### src/rtl/fsg_pkg.sv
package fsg_pkg;
  localparam int WID_W = 8;
  localparam int PER_W = 12;

  typedef struct packed {
    logic [WID_W-1:0] width;
    logic [PER_W-1:0] period;
    logic             gen_sync;
    logic             ext_sel;
    logic             bclk_inv;
    logic             sync_inv;
  } fmt_t;

  function automatic logic [PER_W-1:0] step_frame(input logic [PER_W-1:0] cnt,
                                                  input logic [PER_W-1:0] per);
    return (cnt >= per) ? '0 : cnt + 1'b1;
  endfunction

  function automatic logic sync_window(input logic [PER_W-1:0] cnt,
                                       input logic [WID_W-1:0] wid);
    return cnt <= PER_W'(wid);
  endfunction
endpackage

### src/rtl/fsg_ctrl.sv
module fsg_ctrl
  import fsg_pkg::*;
(
  input  logic clk,
  input  logic rst_n,
  input  logic cfg_we,
  input  fmt_t cfg_in,
  input  logic ctl_we,
  input  logic ctl_gen_en,
  input  logic ctl_sync_en,
  output fmt_t fmt_q,
  output logic gen_en_q,
  output logic sync_en_q,
  output logic sync_start
);
  logic sync_en_d;

  // sync may only be set while the generator is already running and stays on
  assign sync_en_d  = ctl_we ? (ctl_sync_en & ctl_gen_en & gen_en_q) : sync_en_q;
  assign sync_start = sync_en_d & ~sync_en_q;

  always_ff @(posedge clk or negedge rst_n) begin
    if (!rst_n) begin
      fmt_q     <= '0;
      gen_en_q  <= 1'b0;
      sync_en_q <= 1'b0;
    end else begin
      if (cfg_we) fmt_q <= cfg_in;
      if (ctl_we) gen_en_q <= ctl_gen_en;
      sync_en_q <= sync_en_d;
    end
  end
endmodule

### src/rtl/fsg_clk_src.sv
module fsg_clk_src #(
  parameter int DIV = 4
) (
  input  logic clk,
  input  logic rst_n,
  input  logic gen_en,
  input  logic ext_sel,
  input  logic ext_pin,
  output logic bclk_raw,
  output logic bit_rise
);
  localparam int HALF  = DIV / 2;
  localparam int DIV_W = (DIV > 2) ? $clog2(DIV) : 1;
  localparam int SYNC_N = 3;

  logic [DIV_W-1:0]  div_cnt;
  logic [SYNC_N-1:0] ext_sh;
  logic              int_level, int_rise, ext_level, ext_rise;

  always_ff @(posedge clk or negedge rst_n) begin
    if (!rst_n) begin
      div_cnt <= '0;
      ext_sh  <= '0;
    end else begin
      ext_sh <= {ext_sh[SYNC_N-2:0], ext_pin};
      if (!gen_en)                            div_cnt <= '0;
      else if (div_cnt == DIV_W'(DIV - 1))    div_cnt <= '0;
      else                                    div_cnt <= div_cnt + 1'b1;
    end
  end

  assign int_level = gen_en & (div_cnt >= DIV_W'(HALF));
  assign int_rise  = gen_en & (div_cnt == DIV_W'(HALF - 1));
  assign ext_level = gen_en & ext_sh[SYNC_N-1];
  assign ext_rise  = gen_en & ext_sh[SYNC_N-2] & ~ext_sh[SYNC_N-1];

  assign bclk_raw = ext_sel ? ext_level : int_level;
  assign bit_rise = ext_sel ? ext_rise  : int_rise;
endmodule

### src/rtl/fsg_frame.sv
module fsg_frame
  import fsg_pkg::*;
(
  input  logic             clk,
  input  logic             rst_n,
  input  logic             sync_en,
  input  logic             sync_start,
  input  logic             bit_rise,
  input  logic             gen_sync,
  input  logic [WID_W-1:0] width,
  input  logic [PER_W-1:0] period,
  output logic [PER_W-1:0] frame_cnt,
  output logic             sync_raw
);
  always_ff @(posedge clk or negedge rst_n) begin
    if (!rst_n)          frame_cnt <= '0;
    else if (sync_start) frame_cnt <= '0;
    else if (!sync_en)   frame_cnt <= '0;
    else if (bit_rise)   frame_cnt <= step_frame(frame_cnt, period);
  end

  assign sync_raw = sync_en & gen_sync & sync_window(frame_cnt, width);
endmodule

### src/rtl/frame_sync_gen.sv
module frame_sync_gen
  import fsg_pkg::*;
#(
  parameter int DIV = 4
) (
  input  logic             clk,
  input  logic             rst_n,
  input  logic             ext_bclk_i,
  input  logic             cfg_we,
  input  logic [WID_W-1:0] cfg_sync_width,
  input  logic [PER_W-1:0] cfg_frame_period,
  input  logic             cfg_gen_sync,
  input  logic             cfg_ext_clk,
  input  logic             cfg_bclk_inv,
  input  logic             cfg_sync_inv,
  input  logic             ctl_we,
  input  logic             ctl_gen_en,
  input  logic             ctl_sync_en,
  output logic             bclk_o,
  output logic             fsync_o
);
  fmt_t             cfg_in, fmt_q;
  logic             gen_en_q, sync_en_q, sync_start;
  logic             bclk_raw, bit_rise, sync_raw;
  logic [PER_W-1:0] frame_cnt;

  assign cfg_in = '{width: cfg_sync_width, period: cfg_frame_period,
                    gen_sync: cfg_gen_sync, ext_sel: cfg_ext_clk,
                    bclk_inv: cfg_bclk_inv, sync_inv: cfg_sync_inv};

  fsg_ctrl u_ctrl (
    .clk, .rst_n, .cfg_we, .cfg_in, .ctl_we, .ctl_gen_en, .ctl_sync_en,
    .fmt_q, .gen_en_q, .sync_en_q, .sync_start
  );

  fsg_clk_src #(.DIV(DIV)) u_clk (
    .clk, .rst_n, .gen_en(gen_en_q), .ext_sel(fmt_q.ext_sel),
    .ext_pin(ext_bclk_i), .bclk_raw, .bit_rise
  );

  fsg_frame u_frame (
    .clk, .rst_n, .sync_en(sync_en_q), .sync_start, .bit_rise,
    .gen_sync(fmt_q.gen_sync), .width(fmt_q.width), .period(fmt_q.period),
    .frame_cnt, .sync_raw
  );

  assign bclk_o  = bclk_raw ^ fmt_q.bclk_inv;
  assign fsync_o = sync_raw ^ fmt_q.sync_inv;
endmodule

### config.mk
export PLATFORM = sky130hd
export DESIGN_NAME = frame_sync_gen
export DESIGN_NICKNAME = d
export VERILOG_FILES = /design/src/rtl/fsg_pkg.sv /design/src/rtl/fsg_ctrl.sv /design/src/rtl/fsg_clk_src.sv /design/src/rtl/fsg_frame.sv /design/src/rtl/frame_sync_gen.sv
export SDC_FILE = /design/constraint.sdc
export NUM_CORES = 1
export LEC_CHECK = 0
export ABC_AREA = 1
export CORE_MARGIN = 3
export CORE_UTILIZATION = 30
export CTS_BUF_LIST = sky130_fd_sc_hd__clkbuf_16
export DETAILED_ROUTE_END_ITERATION = 10
export PLACE_DENSITY_LB_ADDON = 0.08
export SETUP_SLACK_MARGIN = 0.2
export SYNTH_ARGS = -nofsm -noshare
export SYNTH_HDL_FRONTEND = slang
export SYNTH_SLANG_ARGS = --single-unit
### constraint.sdc
create_clock -name clk -period 2 [get_ports clk]
set_input_delay 0.3 -clock clk [delete_from_list [all_inputs] [get_ports clk]]
set_output_delay 0.3 -clock clk [all_outputs]
set_load 0.01 [all_outputs]
==> impl_results.md, run 1 <==
- Initial antenna violation count: 0
- Syn avg cell area: 8.05 um^2
- Area delta synth->final: 35.9%
- Area after DPL: 0.00307 mm^2
- Post-Syn Nets: 365
- Overflow after GRT: 0
- Net Switching: 0.527 mW
- Max incr delay on CP: 0.42 ns
- Final WL: 5.28 mm
- Static Leak: 1.64 nW
- DRT Pass-1 Iters: 4
- Largest net degree at the start of global routing: 25
- CP top delay family: simple AND/OR/NAND/NOR gates
- # nets final: 421
- Row cnt: 32
- WP buf/inv: 1
- Clock sink total: 43
- Crit path max fanout: 2
- Initial core utilization: 0.316
- Hold slack final: 0.348 ns
- HPWL after DPL: 4.05 mm
- Crit path top cell by count: nand2_1
- Final-report setup violation count: 0
- Core ar.: 0.00789 mm^2
- Critical Path AT: 1.70 ns
- Layout Skew: 0.00505 ns
- Max-slew violations: 0
- Vias in the first global route: 1917
- Synth cell types: 27
- Initial DRC Count: 63
- Vias: 2019
- Gate power share: 0.144
- TritonCTS buffer count: 5
- Io pins: 33
- EDFF count, synth: 0
- Rel. slew slack: 0.667
- Antenna Violating Nets Remaining: 0
- First-pass GRT wire length: 9.28 mm
- Port Buffers: 32
- Worst path slowest cell: dfrtp_1
- R2r setup slk: 0.28 ns
- Placer Congestion: 0.785
- Synth Warn #: 0
- Drt drc: 0
- RSZ-0062 raised after global routing: true
- Clk buf depth: 2
- Highest Clock Rate: 500 MHz
- Cell taking the most area after synthesis: dfrtp_1
- Die width: 97.2 um
- Post-synth top cells: nand2_1 (97), inv_1 (51), dfrtp_1 (43)
- Switching share of power: 0.241
- Int Power: 1.66 mW
- Synth top area share: 0.431
- Crit start category: flip-flop
- Max VDD drop: 0.317 mV
- CP required: 1.70 ns
- Synth async-reset ratio: 1.00
- ANT cells: 0
- Worst skew pair latency: 0.28 ns
- Pwr dens: 645 mW/mm^2
- Critical-path cell list: ha_4, nand4_1, nor2_1, nand2_1, nand2_1, nand2_2, nand2_1, nand2_1, nand2_1, buf_2
- Most instantiated library cell after synthesis: nand2_1
- Tmin final: 2.00 ns
- Clock Tree Root: clkbuf_16
- Vias per cell: 4.30
- Layout cells sized above 1: 0.207
- Gr usage total: 0.120
- Ys flop type: dfrtp_1
- Max-cap violations: 0
- Die Height: 97.2 um
- Cells after Synth: 310
- Post-synthesis cell area: 0.00249 mm^2
- Tightest Pin Transition: 0.499 ns
- Die area: 0.00945 mm^2
- Final Hold Vio Count: 0
- CTS tree: done
- Setup CP Type: reg -> out
- Crit share post-route: 1.00
- FF+latch count, synth: 43
- Hold Path Class: reg -> reg
- Wirelength per Cell: 11.2 um
- Fillers: 782
- H-tree depth: 2
- Sequential share of power: 0.435
- Clk slew on worst S/H paths: 0.06 ns
- Final instance area: 0.00339 mm^2
- Seq/Total Area, Yosys: 0.431
- Cell types occupying the most area after synthesis: dfrtp_1 (43%), nand2_1 (15%), ha_1 (12%)
- Clk pwr share: 0.421
- Crit end category: output pin
- Status: finished clean
-- final timing paths --
path | startpoint | to | depth (start not counted)
worst max-delay path | u_frame.frame_cnt[5] | fsync_o | 10
worst min-delay path | u_clk.ext_sh[0] | u_clk.ext_sh[1] | 0
worst max register to register | u_frame.frame_cnt[9] | u_frame.frame_cnt[7] | 9
worst min register to register | u_clk.ext_sh[0] | u_clk.ext_sh[1] | 0
max in group asynchronous | rst_n | u_frame.frame_cnt[3] | 3
min in group asynchronous | rst_n | u_ctrl.fmt_q[12] | 2
-- cells in the final DEF (no fill, tap or decap), types with 4 or more instances in the layout --
cell type         n
ha_1             19
clkbuf_16         5
inv_1            46
nand2_2           4
o21ai_0          22
ha_4              5
buf_4            20
nand3_1           9
clkdlybuf4s50_1  29
a21oi_2           7
inv_2             8
nand2_1          93
nor2_1           10
dfrtp_1          43
a21oi_1           5
o21ai_1           6
-- sequential cells by signal, summed over array words and instances, names as in the netlist --
register / flops
u_clk.div_cnt: 2
u_clk.ext_sh: 3
u_ctrl.sync_en_q: 1
u_ctrl.gen_en_q: 1
u_ctrl.fmt_q: 24
u_frame.frame_cnt: 12
-- repair_timing --
action	CTS	global route
pin swaps	4	8
buffers inserted	1	1
hold buffers	1	0
gates resized for setup	15	22
endpoints found under the setup margin	2	14
hold endpoints to repair	1	0
-- area by class of cell --
class / instances / area [um^2] / area share
clock inverter: 3 / 38.8 / 0.0114
sequential: 43 / 1080 / 0.317
timing repair buffer: 55 / 497 / 0.146
clock buffer: 5 / 125 / 0.0369
inverter: 54 / 203 / 0.0598
tap: 102 / 128 / 0.0376
multi-input combinational: 207 / 1320 / 0.390
-- per-layer routing --
metal / routed length (um) / global-route usage
met1: 2640 / 0.166
met2: 2390 / 0.187
met3: 175 / 0.0287
met4: 77 / 0.0356
met5: 0 / 0
-- stage by stage --
step                power (mW)  instances  worst slack [ns]   TNS, ns  utilization
global route              2.32        469            -0.105    -0.105        0.430
global placement          1.26        458            -0.139    -0.139        0.389
finish                    2.19        469          0.000879         0        0.430
CTS                       2.21        468          -0.00833  -0.00833        0.416
floorplan                 1.12        310             0.435         0            -
detailed placement        1.26        458            -0.159    -0.159        0.389
-- power groups by stage --
stage	clock network, mW	registers (mW)	logic [mW]
5_1_grt	0.994	0.959	0.364
3_5_place_dp	0	0.967	0.297
2_1_floorplan	0	0.962	0.153
6_report	0.922	0.951	0.314
3_3_place_gp	0	0.966	0.294
4_1_cts	0.955	0.950	0.307
-- logic make-up after synthesis --
family / share of synthesized area
adder cells (fa/ha/maj): 0.120
buffers and inverters: 0.0938
AO/OA/AOI/OAI: 0.0998
flip-flops: 0.431
AND/OR/NAND/NOR: 0.234
XOR/XNOR: 0.00702
multiplexers: 0.0135
No activity file was read; power rests on OpenSTA's default activity.
==> inputs of run 2 (changes only) <==
ABC_AREA = 0   (was 1)
CORE_MARGIN = not set   (was 3)
==> run 2 against run 1 <==
  * The flow now finishes with violations (setup timing)
  * Setup slack lost 0.30 ns
  * Routed wire length rose by 4.5%
  * Combinational power is 36% higher
  * Die area shrank 13%
  * Via count decreased by 3.5%
  * Power fell by 1.1%
  * Synthesized cell count is 23% lower
  * Utilization rose by 3.6 points
  * Sequential power up 0.7%
  * First-iteration DRC count rose by 110%
  * Clock power decreased by 16%
  * Maximum frequency fell by 13%
  * Highest routed layer unchanged
==> impl_results.md, run 2 <==
- Vias in the first global route: 1965 (+2.5%)
- Final Hold Vio Count: 0 (unchanged)
- Violated checks: setup timing
- Most frequent cells in the layout: dfrtp_1 (43), clkdlybuf4s50_1 (29), nand2_1 (28)
- HPWL after DPL: 3.87 mm (-4.5%)
- Worst Reg-to-Reg Cells: 9 (unchanged)
- Tmin final: 2.30 ns (+0.298 ns)
- Clock Tree Root: clkbuf_16
- Crit start category: flip-flop
- Rel. slew slack: 0.623 (-0.0441)
- Max VDD drop: 0.422 mV (+33%)
- Seq/Total Area, Yosys: 0.457 (+0.0257)
- Initial core utilization: 0.318 (+0.00154)
- Drt drc: 0 (unchanged)
- Initial antenna violation count: 0 (unchanged)
- Reg-to-Reg End: u_frame.frame_cnt[5]
- Post-synthesis cell area: 0.00235 mm^2 (-5.6%)
- Cell types occupying the most area after synthesis: dfrtp_1 (46%), ha_1 (13%), o21ai_0 (5.3%)
- Synth top area share: 0.457 (+0.0257)
- Largest net degree at the start of global routing: 44 (+76%)
- Die area: 0.00821 mm^2 (-13%)
- Clk buf depth: 2 (unchanged)
- Vias per cell: 4.72 (+9.6%)
- Die Height: 90.6 um (-6.8%)
- # nets final: 369 (-12%)
- Synth cell types: 36 (+33%)
- Static Leak: 1.54 nW (-5.9%)
- Antenna Violating Nets Remaining: 0 (unchanged)
- Final Util: 0.466 (+0.0364)
- Tightest Pin Transition: 0.565 ns (+0.0661 ns)
- Met2 usage: 0.230 (+0.0431)
- Busiest grt layer: met2
- Row cnt: 31 (-3.1%)
- Met3 usage: 0.0286 (-0.0000955)
- DRT Pass-1 Iters: 4 (unchanged)
- Max-cap violations: 0 (unchanged)
- Pwr dens: 626 mW/mm^2 (-2.9%)
- RSZ-0062 raised after global routing: true
- Largest Register: u_ctrl.fmt_q
- Clock sink total: 43 (unchanged)
- FF+latch count, synth: 43 (unchanged)
- Highest Clock Rate: 435 MHz (-13%)
- Critical Path AT: 2.00 ns (+0.30 ns)
- Syn avg cell area: 9.85 um^2 (+22%)
- Hold Path Class: in -> async
- Wirelength per Cell: 13.4 um (+19%)
- Worst skew pair latency: 0.28 ns (about the same)
- Sequential share of power: 0.443 (+0.008)
- CTS tree: done
- Post-synth top cells: dfrtp_1 (43), nand2_1 (31), o21ai_0 (25)
- Area delta synth->final: 46.7%
- Largest regs: u_ctrl.fmt_q (24), u_frame.frame_cnt (12), u_clk.ext_sh (3)
- Ys flop type: dfrtp_1
- R2r setup slk: 0.04 ns (-0.24 ns)
- Switching share of power: 0.260 (+0.0185)
- Core ar.: 0.00741 mm^2 (-6.1%)
- Met1 Use GR: 0.197 (+0.0306)
- Final WL: 5.52 mm (+4.5%)
- Initial DRC Count: 134 (+110%)
- H-tree depth: 2 (unchanged)
- Io pins: 33 (unchanged)
- Synth async-reset ratio: 1.00 (unchanged)
- Post-Syn Nets: 294 (-19%)
- Gate power share: 0.198 (+0.054)
- TritonCTS buffer count: 5 (unchanged)
- Overflow after GRT: 0 (unchanged)
- Cell taking the most area after synthesis: dfrtp_1
- CP required: 1.70 ns (about the same)
- ANT cells: 0 (unchanged)
- Die width: 90.6 um (-6.8%)
- EDFF count, synth: 0 (unchanged)
- Gr usage total: 0.145 (+0.0241)
- Vias: 1949 (-3.5%)
- Int Power: 1.60 mW (-3.5%)
- Layout Skew: 0.00694 ns (+0.00189 ns)
- Crit share post-route: 1.15 (+0.149)
- Most instantiated library cell after synthesis: dfrtp_1
- # hold bufs at CTS: 0 (-1)
- Cells after Synth: 239 (-23%)
- RR Startpoint: u_frame.frame_cnt[1]
- Placer Congestion: 0.763 (-2.8%)
- Total power: 2.16 mW (-1.1%)
- Net Switching: 0.561 mW (+6.5%)
- Commonest non-fill, non-tap cell in the layout: dfrtp_1
- Status: complete, but fails checks
- Crit end category: output pin
- First-pass GRT wire length: 9.36 mm (+0.82%)
- Setup ws final: -0.297 ns (-0.298 ns)
- Layout cells sized above 1: 0.312 (+0.105)
- Setup CP Type: reg -> out
- Synth Warn #: 0 (unchanged)
- Final-report setup violation count: 1 (+1)
- Max FFs per register: 24 (unchanged)
- Port Buffers: 32 (unchanged)
- Clk pwr share: 0.359 (-0.062)
- Crit path max fanout: 2 (unchanged)
- Max-slew violations: 0 (unchanged)
- Worst setup path start: u_ctrl.fmt_q[17]
- Clk slew on worst S/H paths: 0.06 ns (about the same)
## run 2: changes by cell type after synthesis, sizes merged, moves of 6 or more
cell   previous run  this run
inv              54        24
nand2            97        32
nor2b             0         6
a22o              0         7
nand3            14         6
## run 2: final cells by class
type | count | area [um^2]
Fill cell | 690 | 3950
Multi-Input combinational cell | 167 | 1360
Sequential cell | 43 | 1080
Timing Repair Buffer | 73 | 674
Clock buffer | 5 | 125
Tap cell | 99 | 124
Inverter | 24 | 90.1
Clock inverter | 2 | 8.76
## run 2: worst max-delay path by stage
stage	to	slack, ns
floorplan	fsync_o	0.04
global placement	fsync_o	-0.63
detailed placement	fsync_o	-0.69
CTS	fsync_o	-0.49
global route	fsync_o	-0.49
finish	fsync_o	-0.30
## run 2: cells by family after synthesis
logic type | after synthesis | share of synthesized area
AO/OA/AOI/OAI | 58 | 0.157
XOR/XNOR | 2 | 0.00744
adder cells (fa/ha/maj) | 24 | 0.128
buffers and inverters | 30 | 0.0510
flip-flops | 43 | 0.457
multiplexers | 8 | 0.0377
AND/OR/NAND/NOR | 74 | 0.162
## run 2: timing repair
| item | in CTS | in global routing |
|---|---|---|
| endpoints found under the setup margin | 14 | 14 |
| cloned | 1 | 0 |
| buffers inserted | 4 | 5 |
| pin swaps | 16 | 20 |
| gates resized for setup | 40 | 21 |
## run 2: stage by stage
stage	setup slack, ns	cell area (um^2)	hold WS [ns]	TNS (ns)	std cells
5_1_grt	-0.495	3450	0.152	-0.989	413
2_1_floorplan	0.0388	2350	0.00441	0	239
3_3_place_gp	-0.627	3020	0.333	-1.22	396
4_1_cts	-0.490	3330	0.125	-0.490	408
3_5_place_dp	-0.686	3020	0.342	-1.51	396
6_report	-0.297	3450	0.0983	-0.297	413
## run 2: metal layers
layer | part of all wire | routed length (um) | up-vias
li1 | - | - | 985
met5 | 0 | 0 | -
met2 | 0.47 | 2600 | 30
met1 | 0.49 | 2720 | 932
met3 | 0.028 | 156 | 2
met4 | 0.0069 | 38 | 0
## run 2: power groups by stage
stage               Sequential (mW)  Clock [mW]  Combinational (mW)
floorplan                     0.971           0               0.180
global placement              0.970           0               0.375
detailed placement            0.970           0               0.380
CTS                           0.958       0.791               0.411
global route                  0.965       0.835               0.483
finish                        0.958       0.776               0.428
## run 2: critical path, stage by stage, from the launching register on
cell,delay [ns]
dfrtp_1,0.37
inv_2,0.07
ha_4,0.20
nor2b_1,0.12
o211ai_1,0.17
a21oi_1,0.10
a2111oi_2,0.24
o21ai_1,0.14
xnor2_1,0.16
buf_2,0.14
